## config.mk

```make
export PLATFORM = sky130hd
export DESIGN_NAME = cfg_i2c_target
export DESIGN_NICKNAME = d
export VERILOG_FILES = /design/src/rtl/cfg_i2c_pkg.sv /design/src/rtl/i2c_line_sync.sv /design/src/rtl/cfg_regbank.sv /design/src/rtl/cfg_i2c_target.sv
export SDC_FILE = /design/constraint.sdc
export NUM_CORES = 1
export LEC_CHECK = 0
export ABC_AREA = 1
export BUFFER_PORTS_ARGS = -buffer_cell sky130_fd_sc_hd__buf_2
export CAP_MARGIN = 20
export CORE_MARGIN = 2
export CORE_UTILIZATION = 40
export CTS_CLUSTER_SIZE = 40
export DETAILED_ROUTE_END_ITERATION = 7
export HOLD_SLACK_MARGIN = 0.08
export PLACE_DENSITY = 0.57
export SYNTH_ARGS = -nofsm -noshare
export SYNTH_HDL_FRONTEND = slang
export SYNTH_SLANG_ARGS = --single-unit
export TNS_END_PERCENT = 20
```

## constraint.sdc

```tcl
create_clock -name clk -period 4.8 [get_ports clk]
set_input_delay 0.24 -clock clk [delete_from_list [all_inputs] [get_ports clk]]
set_output_delay 0.24 -clock clk [all_outputs]
set_load 0.02 [all_outputs]
```

## src/rtl/cfg_i2c_pkg.sv

```systemverilog
package cfg_i2c_pkg;
    localparam int IDX_W  = 7;
    localparam int DATA_W = 9;
    localparam int BYTE_W = 8;

    typedef enum logic [3:0] {
        ST_IDLE, ST_ADDR, ST_HI, ST_LO, ST_ACK, ST_TX, ST_MACK, ST_WAIT
    } tgt_state_e;

    typedef struct packed {
        logic start;
        logic stop;
        logic rise;
        logic fall;
        logic sda;
    } bus_ev_t;

    function automatic logic [DATA_W-1:0] reg_default(int i);
        return DATA_W'((i * 17 + 3) % 512);
    endfunction
endpackage

```

## src/rtl/i2c_line_sync.sv

```systemverilog
module i2c_line_sync
    import cfg_i2c_pkg::*;
(
    input  logic    clk,
    input  logic    rst,
    input  logic    scl_in,
    input  logic    sda_in,
    output bus_ev_t ev
);
    logic [1:0] scl_ff, sda_ff;
    logic       scl_q, sda_q;

    always_ff @(posedge clk) begin
        if (rst) begin
            scl_ff <= 2'b11;
            sda_ff <= 2'b11;
            scl_q  <= 1'b1;
            sda_q  <= 1'b1;
        end else begin
            scl_ff <= {scl_ff[0], scl_in};
            sda_ff <= {sda_ff[0], sda_in};
            scl_q  <= scl_ff[1];
            sda_q  <= sda_ff[1];
        end
    end

    always_comb begin
        ev.rise  = scl_ff[1] & ~scl_q;
        ev.fall  = ~scl_ff[1] & scl_q;
        ev.start = scl_ff[1] & scl_q & sda_q & ~sda_ff[1];
        ev.stop  = scl_ff[1] & scl_q & ~sda_q & sda_ff[1];
        ev.sda   = sda_ff[1];
    end
endmodule

```

## src/rtl/cfg_regbank.sv

```systemverilog
module cfg_regbank
    import cfg_i2c_pkg::*;
#(
    parameter int NUM_REGS = 16
) (
    input  logic              clk,
    input  logic              rst,
    input  logic              we,
    input  logic [IDX_W-1:0]  waddr,
    input  logic [DATA_W-1:0] wdata,
    input  logic [IDX_W-1:0]  raddr,
    output logic [DATA_W-1:0] rdata
);
    localparam int SW = (NUM_REGS > 1) ? $clog2(NUM_REGS) : 1;

    logic [DATA_W-1:0] mem [NUM_REGS];

    for (genvar g = 0; g < NUM_REGS; g++) begin : g_reg
        always_ff @(posedge clk) begin
            if (rst)
                mem[g] <= reg_default(g);
            else if (we && waddr == IDX_W'(g))
                mem[g] <= wdata;
        end

        // an entry moves only on a strobe aimed at that entry
        p_entry_only_on_write_r4: assert property (@(posedge clk) disable iff (rst)
            !$stable(mem[g]) |-> ($past(we) && $past(waddr) == IDX_W'(g)));
    end

    always_comb begin
        if ({1'b0, raddr} < (IDX_W+1)'(NUM_REGS))
            rdata = mem[raddr[SW-1:0]];
        else
            rdata = '0;
    end
endmodule

```

## src/rtl/cfg_i2c_target.sv

```systemverilog
module cfg_i2c_target
    import cfg_i2c_pkg::*;
#(
    parameter logic [IDX_W-1:0] DEV_ADDR = 7'b0011010,
    parameter int               NUM_REGS = 16
) (
    input  logic clk,
    input  logic rst,
    input  logic scl_in,
    input  logic sda_in,
    output logic sda_oe
);
    bus_ev_t            ev;
    tgt_state_e         st, ack_nxt;
    logic [2:0]         cnt;
    logic               got8, second, mack_ok, wr_pend;
    logic [BYTE_W-1:0]  sh, tx;
    logic [IDX_W-1:0]   idx;
    logic               d8;
    logic [DATA_W-1:0]  rdata;
    logic               wr_en;
    logic [BYTE_W-1:0]  hi_byte;

    i2c_line_sync u_sync (
        .clk(clk), .rst(rst), .scl_in(scl_in), .sda_in(sda_in), .ev(ev)
    );

    cfg_regbank #(.NUM_REGS(NUM_REGS)) u_bank (
        .clk(clk), .rst(rst), .we(wr_en), .waddr(idx),
        .wdata({d8, sh}), .raddr(idx), .rdata(rdata)
    );

    assign wr_en   = (st == ST_ACK) && ev.fall && wr_pend;
    assign hi_byte = {{(BYTE_W-1){1'b0}}, rdata[DATA_W-1]};

    always_ff @(posedge clk) begin
        if (rst) begin
            st      <= ST_IDLE;
            ack_nxt <= ST_IDLE;
            sda_oe  <= 1'b0;
            cnt     <= '0;
            got8    <= 1'b0;
            second  <= 1'b0;
            mack_ok <= 1'b0;
            wr_pend <= 1'b0;
            sh      <= '0;
            tx      <= '0;
            idx     <= '0;
            d8      <= 1'b0;
        end else if (ev.stop) begin
            st      <= ST_IDLE;
            sda_oe  <= 1'b0;
            wr_pend <= 1'b0;
        end else if (ev.start) begin
            st      <= ST_ADDR;
            sda_oe  <= 1'b0;
            cnt     <= '0;
            got8    <= 1'b0;
            wr_pend <= 1'b0;
        end else begin
            unique case (st)
                ST_ADDR, ST_HI, ST_LO: begin
                    if (ev.rise) begin
                        sh  <= {sh[BYTE_W-2:0], ev.sda};
                        cnt <= cnt + 3'd1;
                        if (cnt == 3'd7) got8 <= 1'b1;
                    end else if (ev.fall && got8) begin
                        got8 <= 1'b0;
                        if (st == ST_ADDR) begin
                            if (sh[BYTE_W-1:1] == DEV_ADDR) begin
                                sda_oe  <= 1'b1;
                                st      <= ST_ACK;
                                ack_nxt <= sh[0] ? ST_TX : ST_HI;
                            end else begin
                                st <= ST_WAIT;
                            end
                        end else if (st == ST_HI) begin
                            idx     <= sh[BYTE_W-1:1];
                            d8      <= sh[0];
                            sda_oe  <= 1'b1;
                            st      <= ST_ACK;
                            ack_nxt <= ST_LO;
                        end else begin
                            sda_oe  <= 1'b1;
                            st      <= ST_ACK;
                            ack_nxt <= ST_WAIT;
                            wr_pend <= 1'b1;
                        end
                    end
                end
                ST_ACK: begin
                    if (ev.fall) begin
                        wr_pend <= 1'b0;
                        cnt     <= '0;
                        st      <= ack_nxt;
                        if (ack_nxt == ST_TX) begin
                            tx     <= hi_byte;
                            sda_oe <= ~hi_byte[BYTE_W-1];
                            second <= 1'b0;
                        end else begin
                            sda_oe <= 1'b0;
                        end
                    end
                end
                ST_TX: begin
                    if (ev.fall) begin
                        if (cnt == 3'd7) begin
                            sda_oe <= 1'b0;
                            st     <= ST_MACK;
                        end else begin
                            tx     <= tx << 1;
                            sda_oe <= ~tx[BYTE_W-2];
                            cnt    <= cnt + 3'd1;
                        end
                    end
                end
                ST_MACK: begin
                    if (ev.rise) begin
                        mack_ok <= ~ev.sda;
                    end else if (ev.fall) begin
                        if (mack_ok && !second) begin
                            tx     <= rdata[BYTE_W-1:0];
                            sda_oe <= ~rdata[BYTE_W-1];
                            st     <= ST_TX;
                            cnt    <= '0;
                            second <= 1'b1;
                        end else begin
                            st <= ST_WAIT;
                        end
                    end
                end
                default: ;
            endcase
        end
    end

    // the line moves only after an SCL fall, START or STOP
    p_oe_moves_on_fall_r9: assert property (@(posedge clk) disable iff (rst)
        !$stable(sda_oe) |-> $past(ev.fall || ev.start || ev.stop));

    // a STOP always leaves the line released
    p_stop_releases_r9: assert property (@(posedge clk) disable iff (rst)
        ev.stop |=> !sda_oe);

    // START resynchronises to address reception
    p_start_to_addr_r2: assert property (@(posedge clk) disable iff (rst)
        (ev.start && !ev.stop) |=> (st == ST_ADDR && !sda_oe));

    // an address that was refused never pulls the line
    p_refused_silent_r2: assert property (@(posedge clk) disable iff (rst)
        (st == ST_WAIT && $past(st) == ST_ADDR) |-> !sda_oe);
endmodule

```

Word level (Yosys, flattened, before mapping)
Memories as Yosys holds them, arrays and structs flattened. A register that Yosys moved wholly into a read port is not among the register bits.
Cells that the tools add are included.

operators by class
  add/sub/neg operators = 1
  $mul = 0
  divide/modulo/power cells = 0
  $lt $le $gt $ge = 1
  equal/unequal tests = 49
  shift-type cells = 0
  muxes and demuxes = 131
  bitwise logic cells = 33
  reduce and logical (&&, ||, !) cells = 44

operators with widths
  cell                                                 count
  2-to-1 mux 9 bit                                     17
  2-to-1 mux 1 bit                                     77
  equality test 7 x 4 -> 1 bit, second input constant  8
  2-to-1 mux 7 bit                                     7
  2-to-1 mux 4 bit                                     12
  != test 3 bit, second input constant                 11
  2-to-1 mux 3 bit                                     10
  equality test 7 x 3 -> 1 bit, second input constant  4
  AND reduction 8 bit                                  3
  != test 2 bit, second input constant                 11
  case mux 7 bit (3 select lines)                      1
  logical AND 1 bit                                    20
  AND reduction 9 bit                                  2
  equality test 4 x 3 -> 1 bit, second input constant  4
  bitwise OR 1 bit                                     16
  case mux 4 bit (4 select lines)                      1
  equality test 7 x 2 -> 1 bit, second input constant  2
  case mux 3 bit (4 select lines)                      1
  AND reduction 4 bit                                  3
  AND reduction 6 bit                                  2
  NOT 1 bit                                            10
  AND reduction 10 bit                                 1
  equality test 4 x 2 -> 1 bit, second input constant  2
  bitwise AND 1 bit                                    7
  other kinds (20)                                     27

storage, ports and cells
  register bits = 45
  bits in latches = 0
  RAM bits = 144
  bits in read-only memories = 0
  input bits = 4
  output and inout bits = 1
  logic and storage cells = 277
  memories = 1

memories
  memory      depth  width  rd ports  clocked after memory_dff  wr ports  line               source
  u_bank.mem  16     9      1         1                         16        cfg_regbank.sv:16  logic [DATA_W-1:0] mem [NUM_REGS];

Logic depth before layout (Yosys ltp)
  depth after elaboration = 9
  mapped depth = 13

Modules after synthesis
A second synthesis with hierarchy kept.

second synthesis, totals
  cell total of the unflattened synthesis = 1166
  area, all modules = 9369.0 µm²

by module, submodules not included
  module          times used  cells an instance  area each (µm²)  sequential area each (µm²)
  cfg_regbank     1           815                7028.0           4324.1
  cfg_i2c_target  1           326                2135.8           740.7
  i2c_line_sync   1           25                 205.2            120.1

Worst setup path before layout
OpenSTA, ideal clock, no wires.

  kind = register to register
  from = reg st[0]
  to = mem u_bank.mem[6][0] (enable)
  library setup time = 387 ps
  arrival time = 1766 ps
  data required time = 4413 ps
  setup slack = 2647 ps
  stages on the path, launching flop included = 9
  buffers on the path = 1
  path through = dfxtp_1 > inv_2 > nand2_2 > nor2_4 > nand2_2 > nor2_4 > buf_6 > nand3_1 > o21ai_0

RTL lines
  item                      line                  source
  start: declaration        cfg_i2c_target.sv:14  tgt_state_e st, ack_nxt;
  start signal: assignment  cfg_i2c_target.sv:95  st <= ack_nxt;
  end: declaration          cfg_regbank.sv:16

==> metrics.cfg <==
[status]
status=complete, no violations

[yosys]
synthTopCellsByArea=edfxtp_1, nand2_1, dfxtp_1
synth-main-ff-cell=edfxtp_1
ys_types=33
synth_fp_nets=1054
netlist_area_mm2=0.00893
ys_seq_elements=191
ys_seq_area_share_pct=59.0
syn_inst=1048
synth_edf_count=144
syn_avg_cell_area_um2=8.52
synth_top_area_share_pct=48.4
yosysTopAreaCell=edfxtp_1
yosysWarnings=0
async_flop_share_pct=0

[die]
die_y_um=153
die_area_mm2=0.0235
ios=5
coreArea_mm2=0.0219
die_x_um=153
num_rows=54
start_util_pct=40.8

[clocking]
cts_tree=yes
clk_latency_ps=430
clockBufferDepth=2
cts_setup_buffers=0
postCtsHoldBufs=2
cts_max_level=4
cts_sinks=191
cts_root_buf=clkbuf_16
cts_resized=0
path_clk_slew_ps=70
numCtsBuffers=17

[grt]
grt_max_degree=67
grt-ovfl-total=0
grt_pass1_vias=6403
track_usage_pct=20.5
antenna_found_initial=0
grt_pass1_wl_um=36900

[setup_path]
worstPathRequired_ps=5060
critical_path_class=reg -> reg
end_kind=register
critPathSlowestCell=nor2_1
critPathArrivalTime_ps=2830
worstSetupStartpointType=register
cp_max_fo=13
crit_chain=nor2_1 > inv_1 > nor2_1 > inv_1 > nor2_1 > nand3_1 > nor2_1 > inv_1 > nor2_1
cpPeakStageDelay_ps=610
crit_top_cell=nor2_1

[power_and_ir_drop]
power_density_mw_per_mm2=385
power.leakage_nw=3.61
power_mw=3.76
vdd_ir_drop_max_v=0.000228

[timing]
setup_viol=0
drv_slew=0
final.setup_skew_ps=9.05
tns_ps=0
fmax_ghz=0.389
period_minus_slack_ps=2570
post-route-period-util_pct=53.5
tightest_slew_ps=933
holdWs_ps=377
setup_slack_ps=2230
hold_viol=0
slew-limit-headroom_pct=37.4
rsz0062_at_grt=false

[final_layout]
fin_area_mm2=0.00978
nets=1037
instances_no_fill=1323
antenna_cells=0
post-route-util_pct=44.7
nFillCells=2180
layout-drive-gt1-share_pct=7.57
areaGrowthSynthToFinish_pct=9.47

[place]
place.gp.congestion=0.851
dp_slack_ps=2330
dp_hpwl_um=15200
placed_area_mm2=0.00914
io_buffers=4
dp_cells=1288

[flow_run]
max_cap_viol_count=0

[hold_path]
hp-class=in -> reg

[detailed_routing]
vias_per_cell=5.16
antenna_left=0
wl_um=23600
drtIter0Drc=680
wl_per_cell_um=17.8
dr.pass1.iters=6
remaining_drc_errors=0
vias=6832

cell families (layout without fill, tap and decap cells):
kind of cell,after synthesis,after routing,synth area share [%]
adders and majority gates,2,2,0.280
buffers and inverters,150,145,6.57
AOI/OAI and AO/OA,81,81,4.67
DFF,191,191,59.0
and+or+nand+nor,624,624,29.5
cells in the mapped netlist, drive strengths merged (5+ instances only):
cell	n
dfxtp	47
or2	6
nand4	5
edfxtp	144
clkinv	10
nand2	295
nor3	6
nor2	164
a21oi	41
o21ai	37
inv	89
nand3	143
buf	14
clkbuf	37
flip-flops by register name, indices dropped and copies added (netlist names), 2 cells and up, named ones only:
register / cells
st: 3
tx: 7
cnt: 3
sh: 8
u_sync.scl_ff: 2
u_bank.mem: 144
u_sync.sda_ff: 2
ack_nxt: 3
idx: 7
path summary, 6_finish.rpt:
kind / from / cells after the start / slack (ps) / end
setup / recovery: idx[6] / 9 / 2230 / u_bank.mem[11][6]
hold / removal: rst / 2 / 380 / ack_nxt[1]
setup reg to reg: idx[6] / 9 / 2230 / u_bank.mem[11][6]
hold reg to reg: u_sync.sda_ff[0] / 1 / 410 / u_sync.sda_ff[1]
worst max-delay path, delay by kind of cell, from the launching register on:
kind	cells	cell delay [ps]
AND/OR/NAND/NOR	6	1670
flip-flops	1	310
buffers and inverters	3	420
layout make-up:
class / count / area, µm² / area share, %
multi-input combinational: 707 / 3080 / 31.5
tap: 280 / 350 / 3.58
clock inverter: 13 / 138 / 1.41
timing repair buffer: 15 / 143 / 1.46
sequential: 191 / 5270 / 53.9
inverter: 99 / 372 / 3.80
clock buffer: 18 / 429 / 4.39
power by group:
group	switching, mW	internal [mW]
sequential	0.0411	1.84
clock	0.640	0.768
combinational	0.320	0.156
cell usage in the layout, fill, tap and decap left out, types with 12 or more instances in the layout:
cell	instances
clkbuf_16	17
inv_1	79
nand2_1	293
nand3_1	142
nor2_2	12
dfxtp_1	46
edfxtp_1	144
a21oi_1	40
o21ai_0	36
nor2_1	150
layer usage:
| layer | global-route usage, % | vias to the layer above | part of all wire [%] |
|---|---|---|---|
| met1 | 29.5 | 3268 | 46 |
| met3 | 2.84 | 26 | 4.8 |
| li1 | - | 3381 | - |
| met5 | 0 | - | 0 |
| met2 | 32.2 | 157 | 47 |
| met4 | 6.68 | 0 | 1.8 |
(Power assumes the default switching activity.)
